===== config.mk =====
export PLATFORM = sky130hd
export DESIGN_NAME = i2c_cond_gen
export DESIGN_NICKNAME = d
export VERILOG_FILES = /design/src/rtl/i2c_cg_pkg.sv /design/src/rtl/cg_line_sync.sv /design/src/rtl/cg_phase_timer.sv /design/src/rtl/cg_status_reg.sv /design/src/rtl/cg_sequencer.sv /design/src/rtl/i2c_cond_gen.sv
export SDC_FILE = /design/constraint.sdc
export NUM_CORES = 1
export LEC_CHECK = 0
export ABC_AREA = 1
export BUFFER_PORTS_ARGS = -buffer_cell sky130_fd_sc_hd__buf_2
export CAP_MARGIN = 0
export CORE_ASPECT_RATIO = 1.1
export CORE_MARGIN = 4
export CORE_UTILIZATION = 54
export DETAILED_ROUTE_END_ITERATION = 8
export PLACE_DENSITY = 0.82
export SLEW_MARGIN = 20
export SYNTH_ARGS = -nofsm -noshare
export SYNTH_HDL_FRONTEND = slang
export SYNTH_SLANG_ARGS = --single-unit

===== constraint.sdc =====
create_clock -name clk -period 2.6 [get_ports clk]
set_input_delay 0.65 -clock clk [delete_from_list [all_inputs] [get_ports clk]]
set_output_delay 0.65 -clock clk [all_outputs]
set_load 0.05 [all_outputs]

===== src/rtl/i2c_cg_pkg.sv =====
package i2c_cg_pkg;

  localparam logic [7:0] CODE_RX_NACK = 8'h58;
  localparam logic [7:0] CODE_RSTART  = 8'h10;
  localparam logic [7:0] CODE_START   = 8'h08;
  localparam logic [7:0] CODE_IDLE    = 8'hF8;

  typedef enum logic [3:0] {
    SQ_IDLE,
    SQ_HOLD,
    SQ_RS_PREP,
    SQ_RS_HIGH,
    SQ_RS_COND,
    SQ_SP_PREP,
    SQ_SP_HIGH,
    SQ_SP_FREE,
    SQ_ST_COND,
    SQ_OWNED
  } seq_state_e;

  // per-state line drive and timing qualifiers
  typedef struct packed {
    logic scl_low;
    logic sda_low;
    logic timed;
    logic need_scl;
    logic need_sda;
  } drive_t;

endpackage


===== src/rtl/cg_line_sync.sv =====
module cg_line_sync #(
  parameter int STAGES = 2
) (
  input  logic clk,
  input  logic rst_n,
  input  logic line_in,
  output logic line_q
);

  logic [STAGES-1:0] pipe;

  generate
    for (genvar g = 0; g < STAGES; g++) begin : g_stage
      if (g == 0) begin : g_first
        always_ff @(posedge clk or negedge rst_n) begin
          if (!rst_n) pipe[g] <= 1'b1;
          else        pipe[g] <= line_in;
        end
      end else begin : g_rest
        always_ff @(posedge clk or negedge rst_n) begin
          if (!rst_n) pipe[g] <= 1'b1;
          else        pipe[g] <= pipe[g-1];
        end
      end
    end
  endgenerate

  assign line_q = pipe[STAGES-1];

endmodule


===== src/rtl/cg_phase_timer.sv =====
module cg_phase_timer #(
  parameter int PHASE_TICKS = 2
) (
  input  logic clk,
  input  logic rst_n,
  input  logic clear,
  input  logic tick,
  input  logic gate,
  output logic done
);

  localparam int CW = $clog2(PHASE_TICKS) + 1;
  localparam logic [CW-1:0] LAST = CW'(PHASE_TICKS - 1);

  logic [CW-1:0] cnt_q, cnt_d;
  logic          step;

  assign step = tick && gate;
  assign done = step && (cnt_q == LAST);

  always_comb begin
    cnt_d = cnt_q;
    if (clear)     cnt_d = '0;
    else if (step) cnt_d = cnt_q + 1'b1;
  end

  always_ff @(posedge clk or negedge rst_n) begin
    if (!rst_n) cnt_q <= '0;
    else        cnt_q <= cnt_d;
  end

endmodule


===== src/rtl/cg_status_reg.sv =====
module cg_status_reg import i2c_cg_pkg::*; (
  input  logic       clk,
  input  logic       rst_n,
  input  logic       load,
  input  logic [7:0] code,
  output logic [7:0] status
);

  logic [7:0] stat_q, stat_d;

  always_comb begin
    stat_d = stat_q;
    if (load) stat_d = code;
  end

  always_ff @(posedge clk or negedge rst_n) begin
    if (!rst_n) stat_q <= CODE_IDLE;
    else        stat_q <= stat_d;
  end

  assign status = stat_q;

endmodule


===== src/rtl/cg_sequencer.sv =====
module cg_sequencer import i2c_cg_pkg::*; (
  input  logic       clk,
  input  logic       rst_n,
  input  logic       byte_done,
  input  logic       irq_flag,
  input  logic       req_start,
  input  logic       req_stop,
  input  logic       scl_hi,
  input  logic       sda_hi,
  input  logic       phase_done,
  output seq_state_e state,
  output logic       phase_clr,
  output logic       phase_gate,
  output logic       scl_oe,
  output logic       sda_oe,
  output logic       stop_clr,
  output logic       code_vld,
  output logic [7:0] code
);

  seq_state_e state_q, state_d;
  logic       combo_q, combo_d;
  logic       clr_q, clr_d;
  drive_t     drv;

  // next-state
  always_comb begin
    state_d  = state_q;
    combo_d  = combo_q;
    clr_d    = 1'b0;
    code_vld = 1'b0;
    code     = CODE_IDLE;
    if (byte_done) begin
      state_d  = SQ_HOLD;
      combo_d  = 1'b0;
      code_vld = 1'b1;
      code     = CODE_RX_NACK;
    end else begin
      case (state_q)
        SQ_HOLD: begin
          if (!irq_flag && (req_start || req_stop)) begin
            combo_d = req_start && req_stop;
            state_d = req_stop ? SQ_SP_PREP : SQ_RS_PREP;
          end
        end
        SQ_RS_PREP: if (phase_done) state_d = SQ_RS_HIGH;
        SQ_RS_HIGH: if (phase_done) state_d = SQ_RS_COND;
        SQ_RS_COND: begin
          if (phase_done) begin
            state_d  = SQ_OWNED;
            code_vld = 1'b1;
            code     = CODE_RSTART;
          end
        end
        SQ_SP_PREP: if (phase_done) state_d = SQ_SP_HIGH;
        SQ_SP_HIGH: begin
          if (phase_done) begin
            state_d  = SQ_SP_FREE;
            clr_d    = 1'b1;
            code_vld = 1'b1;
            code     = CODE_IDLE;
          end
        end
        SQ_SP_FREE: if (phase_done) state_d = combo_q ? SQ_ST_COND : SQ_IDLE;
        SQ_ST_COND: begin
          if (phase_done) begin
            state_d  = SQ_OWNED;
            code_vld = 1'b1;
            code     = CODE_START;
          end
        end
        default: state_d = state_q;
      endcase
    end
  end

  // line drive decode from the registered state
  always_comb begin
    drv = '0;
    case (state_q)
      SQ_HOLD:    drv = '{scl_low: 1'b1, sda_low: 1'b0, timed: 1'b0, need_scl: 1'b0, need_sda: 1'b0};
      SQ_RS_PREP: drv = '{scl_low: 1'b1, sda_low: 1'b0, timed: 1'b1, need_scl: 1'b0, need_sda: 1'b0};
      SQ_RS_HIGH: drv = '{scl_low: 1'b0, sda_low: 1'b0, timed: 1'b1, need_scl: 1'b1, need_sda: 1'b0};
      SQ_RS_COND: drv = '{scl_low: 1'b0, sda_low: 1'b1, timed: 1'b1, need_scl: 1'b1, need_sda: 1'b0};
      SQ_SP_PREP: drv = '{scl_low: 1'b1, sda_low: 1'b1, timed: 1'b1, need_scl: 1'b0, need_sda: 1'b0};
      SQ_SP_HIGH: drv = '{scl_low: 1'b0, sda_low: 1'b1, timed: 1'b1, need_scl: 1'b1, need_sda: 1'b0};
      SQ_SP_FREE: drv = '{scl_low: 1'b0, sda_low: 1'b0, timed: 1'b1, need_scl: 1'b1, need_sda: 1'b1};
      SQ_ST_COND: drv = '{scl_low: 1'b0, sda_low: 1'b1, timed: 1'b1, need_scl: 1'b1, need_sda: 1'b0};
      SQ_OWNED:   drv = '{scl_low: 1'b1, sda_low: 1'b1, timed: 1'b0, need_scl: 1'b0, need_sda: 1'b0};
      default:    drv = '0;
    endcase
  end

  assign phase_gate = drv.timed && (!drv.need_scl || scl_hi) && (!drv.need_sda || sda_hi);
  assign phase_clr  = (state_d != state_q);
  assign scl_oe     = drv.scl_low;
  assign sda_oe     = drv.sda_low;
  assign stop_clr   = clr_q;
  assign state      = state_q;

  // registers
  always_ff @(posedge clk or negedge rst_n) begin
    if (!rst_n) begin
      state_q <= SQ_IDLE;
      combo_q <= 1'b0;
      clr_q   <= 1'b0;
    end else begin
      state_q <= state_d;
      combo_q <= combo_d;
      clr_q   <= clr_d;
    end
  end

endmodule


===== src/rtl/i2c_cond_gen.sv =====
module i2c_cond_gen import i2c_cg_pkg::*; #(
  parameter int SYNC_STAGES = 2,
  parameter int PHASE_TICKS = 2
) (
  input  logic       clk,
  input  logic       rst_n,
  input  logic       byte_done,
  input  logic       irq_flag,
  input  logic       req_start,
  input  logic       req_stop,
  input  logic       tick,
  input  logic       scl_in,
  input  logic       sda_in,
  output logic       scl_oe,
  output logic       sda_oe,
  output logic       stop_clr,
  output logic [7:0] status
);

  logic       scl_hi, sda_hi;
  logic       phase_clr, phase_gate, phase_done;
  logic       code_vld;
  logic [7:0] code;
  seq_state_e seq_state;
  logic       in_hold;

  cg_line_sync #(.STAGES(SYNC_STAGES)) i_sync_scl (
    .clk(clk), .rst_n(rst_n), .line_in(scl_in), .line_q(scl_hi)
  );

  cg_line_sync #(.STAGES(SYNC_STAGES)) i_sync_sda (
    .clk(clk), .rst_n(rst_n), .line_in(sda_in), .line_q(sda_hi)
  );

  cg_phase_timer #(.PHASE_TICKS(PHASE_TICKS)) i_timer (
    .clk(clk), .rst_n(rst_n), .clear(phase_clr), .tick(tick),
    .gate(phase_gate), .done(phase_done)
  );

  cg_sequencer i_seq (
    .clk(clk), .rst_n(rst_n), .byte_done(byte_done), .irq_flag(irq_flag),
    .req_start(req_start), .req_stop(req_stop), .scl_hi(scl_hi), .sda_hi(sda_hi),
    .phase_done(phase_done), .state(seq_state), .phase_clr(phase_clr),
    .phase_gate(phase_gate), .scl_oe(scl_oe), .sda_oe(sda_oe),
    .stop_clr(stop_clr), .code_vld(code_vld), .code(code)
  );

  cg_status_reg i_status (
    .clk(clk), .rst_n(rst_n), .load(code_vld), .code(code), .status(status)
  );

  assign in_hold = (seq_state == SQ_HOLD);

endmodule


After elaboration in Yosys (flattened, before gate mapping)
Memory sizes are Yosys's and may differ from the RTL's.
Cells that the tools add are included.
W data, S select, Z words.
{"block": "word_totals", "ramBits": 0, "latch_bits": 0, "rom_bits": 80, "inputBits": 9, "mem_count": 1, "wordCells": 64, "register_bits": 20}
{"memory": "(name not given)", "depth": 16, "word_bits": 5, "rd": 1, "rd_ports_with_merged_regs": 0, "write_ports": 0, "line": "cg_sequencer.sv:80", "rtl": "case (state_q)"}
{"block": "classes", "reduce_logical": 18, "bitwise": 0, "mul": 0, "n_eq_ne": 10, "addsub": 1, "shifts": 0, "div": 0, "muxes": 25, "n_lt_le_gt_ge": 0}
{"op": "$mux W4", "n": 9}
{"op": "$pmux W4 S7", "n": 1}
{"op": "$mux W8", "n": 3}
{"op": "$eq A4 B3 Y1 const B", "n": 4}
{"op": "$pmux W8 S2", "n": 1}
{"op": "$eq A4 B2 Y1 const B", "n": 2}
{"op": "$mux W1", "n": 8}
{"op": "$logic_and A1 B1 Y1", "n": 6}
{"op": "$reduce_bool A2 Y1", "n": 3}
{"op": "$eq A4 B1 Y1 const B", "n": 1}
{"op": "$eq A4 B4 Y1 const B", "n": 1}
{"op": "$mux W2", "n": 2}
{"op": "$ne A4 B4 Y1", "n": 1}
{"op": "$logic_not A1 Y1", "n": 3}
{"op": "$logic_or A1 B1 Y1", "n": 3}
{"op": "$mux W3", "n": 1}
{"op": "$reduce_or A3 Y1", "n": 1}
{"op": "$add A2 B1 Y2 const B", "n": 1}
{"op": "$eq A2 B1 Y1 const B", "n": 1}
{"op": "$reduce_and A2 Y1", "n": 1}
{"op": "$reduce_or A2 Y1", "n": 1}

Depth between registers and ports, before layout
An unclocked memory read counts as a cell.
{"block": "depth", "ltp_word": 12, "mapped_depth": 15, "depth_no_buf": 15}

Hierarchy
Synthesis repeated with hierarchy kept, for this count alone.
{"block": "hier_totals", "cells_unflattened": 204, "area_unflattened_um2": 1415.1}
{"module": "cg_sequencer", "area_each_um2": 878.3, "seq_area_each_um2": 150.1, "cells_per_inst": 149, "instances": 1}
{"module": "cg_status_reg", "area_each_um2": 311.5, "seq_area_each_um2": 206.4, "cells_per_inst": 34, "instances": 1}
{"module": "cg_phase_timer", "area_each_um2": 120.1, "seq_area_each_um2": 50.0, "cells_per_inst": 17, "instances": 1}
{"module": "cg_line_sync", "area_each_um2": 52.6, "seq_area_each_um2": 52.6, "cells_per_inst": 2, "instances": 2}

Worst setup path after synthesis
No wires, ideal clock.
{"block": "synth_timing", "path_type": "register to output", "startpoint": "register i_seq.state_q[2], in the netlist i_seq.state[2]", "endpoint": "output port sda_oe", "required_ns": 1.950, "arrival_ns": 1.462, "path_slack_ns": 0.488, "path_stages_with_launch": 5, "cell_sequence": "dfrtp_1 > inv_2 > nor2_2 > inv_1 > o22ai_1"}
{"block": "synth_between", "elab_chain_cells": 1}
{"element": "start, declared", "line": "cg_sequencer.sv:21", "rtl": "seq_state_e state_q, state_d;"}
{"element": "start signal, assigned", "line": "cg_sequencer.sv:108", "rtl": "state_q <= state_d;"}
{"element": "$mem_v2 Z16 W5"}
{"element": "end, declared", "line": "i2c_cond_gen.sv:15", "rtl": "output logic sda_oe,"}
Every way passes these cells.

Worst setup path after layout
{"block": "layout_timing", "startpoint": "register i_seq.state_q[1], in the netlist i_seq.state[1]", "endpoint": "output port scl_oe"}
{"block": "layout_between", "elab_chain_cells": 1}
{"element": "$mem_v2 Z16 W5"}
{"element": "end, declared", "line": "i2c_cond_gen.sv:14", "rtl": "output logic scl_oe,"}
Every way passes these cells.

==> results_dict.tcl <==
set metrics [dict create \
    status "finished clean" \
    layout_commonest_cell "nand2_1" \
    grt_pass1_vias 996 \
    clk_pin_slew_worst_paths_ps 100 \
    hold_viol 0 \
    cts_max_level 1 \
    cpMostUsedCell "nand3_1" \
    root_buffer "clkbuf_4" \
    grt_overflow 0 \
    clock_path_buffers 2 \
    finish.utilization 0.6277 \
    place_congestion 0.9186 \
    cts_sinks 16 \
    fin_crit_ps 2418 \
    clock_latency_ps 300 \
    dr.pass1.iters 4 \
    seq_area_frac_synth 0.3608 \
    synth_async_sr_flop_share 1.000 \
    wl_met2_mm 1.268 \
    grt_pass1_wl_mm 4.195 \
    setup-tns-final_ps 0 \
    route.met3.wl_um 191 \
    drc_errors 0 \
    ir_drop_mv 0.5169 \
    die_x_um 51.76 \
    rsz0062_at_grt "false" \
    worstSetupEndpointType "primary output" \
    n_fill_cell 186 \
    nets 187 \
    die-area_um2 2905 \
    grt_usage 0.1883 \
    synth_compound_area_frac 0.1100 \
    syn_avg_cell_area_um2 7.385 \
    detail-route-antenna-nets 0 \
    max-cap-violations 0 \
    vias 1091 \
    cp_cell_sequence "inv_1 > ha_1 > nand3_1 > nand3_1 > buf_2" \
    synthToLayoutAreaGrowth_pct 10.34 \
    synth_edf_count 0 \
    crit_slowest_cell "dfrtp_1" \
    synth_fa_ha_area_frac 0.06601 \
    ys_warn_count 0 \
    ys.flop_type "dfstp_2" \
    ioPinCount 20 \
    layout_common_cells "nand2_1, inv_1, buf_2" \
    drtIter0Drc 36 \
    initial_utilization 0.5688 \
    path_max_fanout 7 \
    coreArea_um2 1999 \
    powerDensity_nw_per_um2 895.7 \
    worst_setup_path_start_kind "register" \
    die_h_um 56.14 \
    grt_max_degree 17 \
    skew_ps 12.53 \
    synth_top_family_by_area "simple AND/OR/NAND/NOR gates" \
    rows 17 \
    p_leak_uw 0.0006748 \
    syn_area_um2 1137 \
    numCtsBuffers 3 \
    crit_type "register to primary output" \
    wl_met1_um 985 \
    max_freq_mhz 413.5 \
    viasPerCell 5.482 \
    ys_types 25 \
    setup_viol_count_final 0 \
    worst_hold_path_type "input port to asynchronous set/reset pin" \
    diodes 0 \
    synth_xor_area_frac 0.007701 \
    final_max_slew_viol_count 0 \
    cts_tree "yes" \
    required_ps 1950 \
    finalCritPeriodShare 0.9302 \
    arrival_ps 1770 \
    dpl.hpwl_mm 1.938 \
    synthMuxAreaShare 0 \
    hold_buffers 0 \
    antenna_found_initial 0 \
    drt-total-wl_mm 2.549 \
    synthesis.instances 154 \
    cp_slowest_stage_delay_ps 460 \
    drt-wirelength-per-cell_um 12.81 \
    port_buffers 16 \
    yosys.area_share.simple 0.3355 \
    ys_ff_latch 16 \
    top_layer "met4" \
    r2r_cells 14 \
    drive_above_1_share 0.2515 \
]
[through the flow]
| stage | setup WS [ps] | instance area (um^2) | total power [uW] | cells | hold slack (ps) |
|---|---|---|---|---|---|
| 6_report | 181.5 | 1255 | 1124 | 199 | 244.5 |
| 5_1_grt | 19.24 | 1255 | 1213 | 199 | 264.8 |
| 4_1_cts | 201.4 | 1255 | 1119 | 199 | 254.9 |
| 3_5_place_dp | 286.5 | 1219 | 940.4 | 195 | 348.1 |
| 3_3_place_gp | 407.0 | 1219 | 924.1 | 195 | 346.3 |
| 2_1_floorplan | 488.3 | 1145 | 811.1 | 156 | 345.2 |
[critical path, delay by kind of cell (launching register included)]
| family | cells | cell delay (ps) |
|---|---|---|
| and+or+nand+nor | 2 | 220 |
| DFF | 1 | 460 |
| buffers and inverters | 2 | 500 |
| adders and majority gates | 1 | 280 |
[routing by layer]
layer / GRT usage / vias to the layer above
met1: 0.2306 / 497
li1: - / 521
met4: 0.09363 / 0
met5: 0 / -
met3: 0.04290 / 19
met2: 0.3036 / 54
[where the power goes]
| group | total, uW | switching (uW) | internal (uW) |
|---|---|---|---|
| clock network | 168 | 83.0 | 85.3 |
| registers | 326 | 40.4 | 286 |
| logic | 629 | 441 | 188 |
| total | 1120 | 564 | 560 |
[worst paths after layout]
kind | from | to | slack (ps)
setup / recovery | i_seq.state[1]$_DFF_PN0_ | scl_oe | 180
hold / removal | rst_n | i_seq.state[1]$_DFF_PN0_ | 240
setup reg to reg | i_seq.state[1]$_DFF_PN0_ | i_timer.cnt_q[0]$_DFFE_PN0P_ | 220
hold reg to reg | i_sync_scl.pipe[0]$_DFF_PN1_ | i_sync_scl.line_q$_DFF_PN1_ | 360
max in group asynchronous | rst_n | i_sync_scl.line_q$_DFF_PN1_ | 2030
min in group clk | i_sync_scl.pipe[0]$_DFF_PN1_ | i_sync_scl.line_q$_DFF_PN1_ | 360
[cells by family after synthesis]
logic type / Yosys count
buffers and inverters: 29
DFF: 16
other: 1
and+or+nand+nor: 79
xor gates and xnor gates: 1
adders and majority gates: 6
AOI/OAI and AO/OA: 22
[repair_timing]
action / CTS / global route
setup buffers: 0 / 0
resized for setup: 0 / 1
setup endpoints to repair: 0 / 2
[synth_stat cells (2+ instances only)]
master    n  area share
nand3_2   5       0.044
dfstp_2   8        0.18
nand4_1   4       0.022
o22ai_1   3       0.017
ha_1      6       0.066
inv_1    22       0.073
o21ai_0   9       0.040
nand3_1  12       0.053
dfrtp_1   8        0.18
nand2_1  36        0.12
nand2_2   4       0.022
buf_4     4       0.026
a21oi_1   7       0.031
nor2_1   14       0.046
nor2_4    2       0.020
[layout make-up]
class                           count  area, um^2  area share
Inverter                           24       91.34     0.07278
Timing Repair Buffer               16       80.08     0.06381
Multi-Input combinational cell    111       601.8      0.4796
Sequential cell                    16       410.4      0.3270
Tap cell                           28       35.03     0.02792
Clock buffer                        4       36.28     0.02891
No activity file was read; power rests on OpenSTA's default activity.
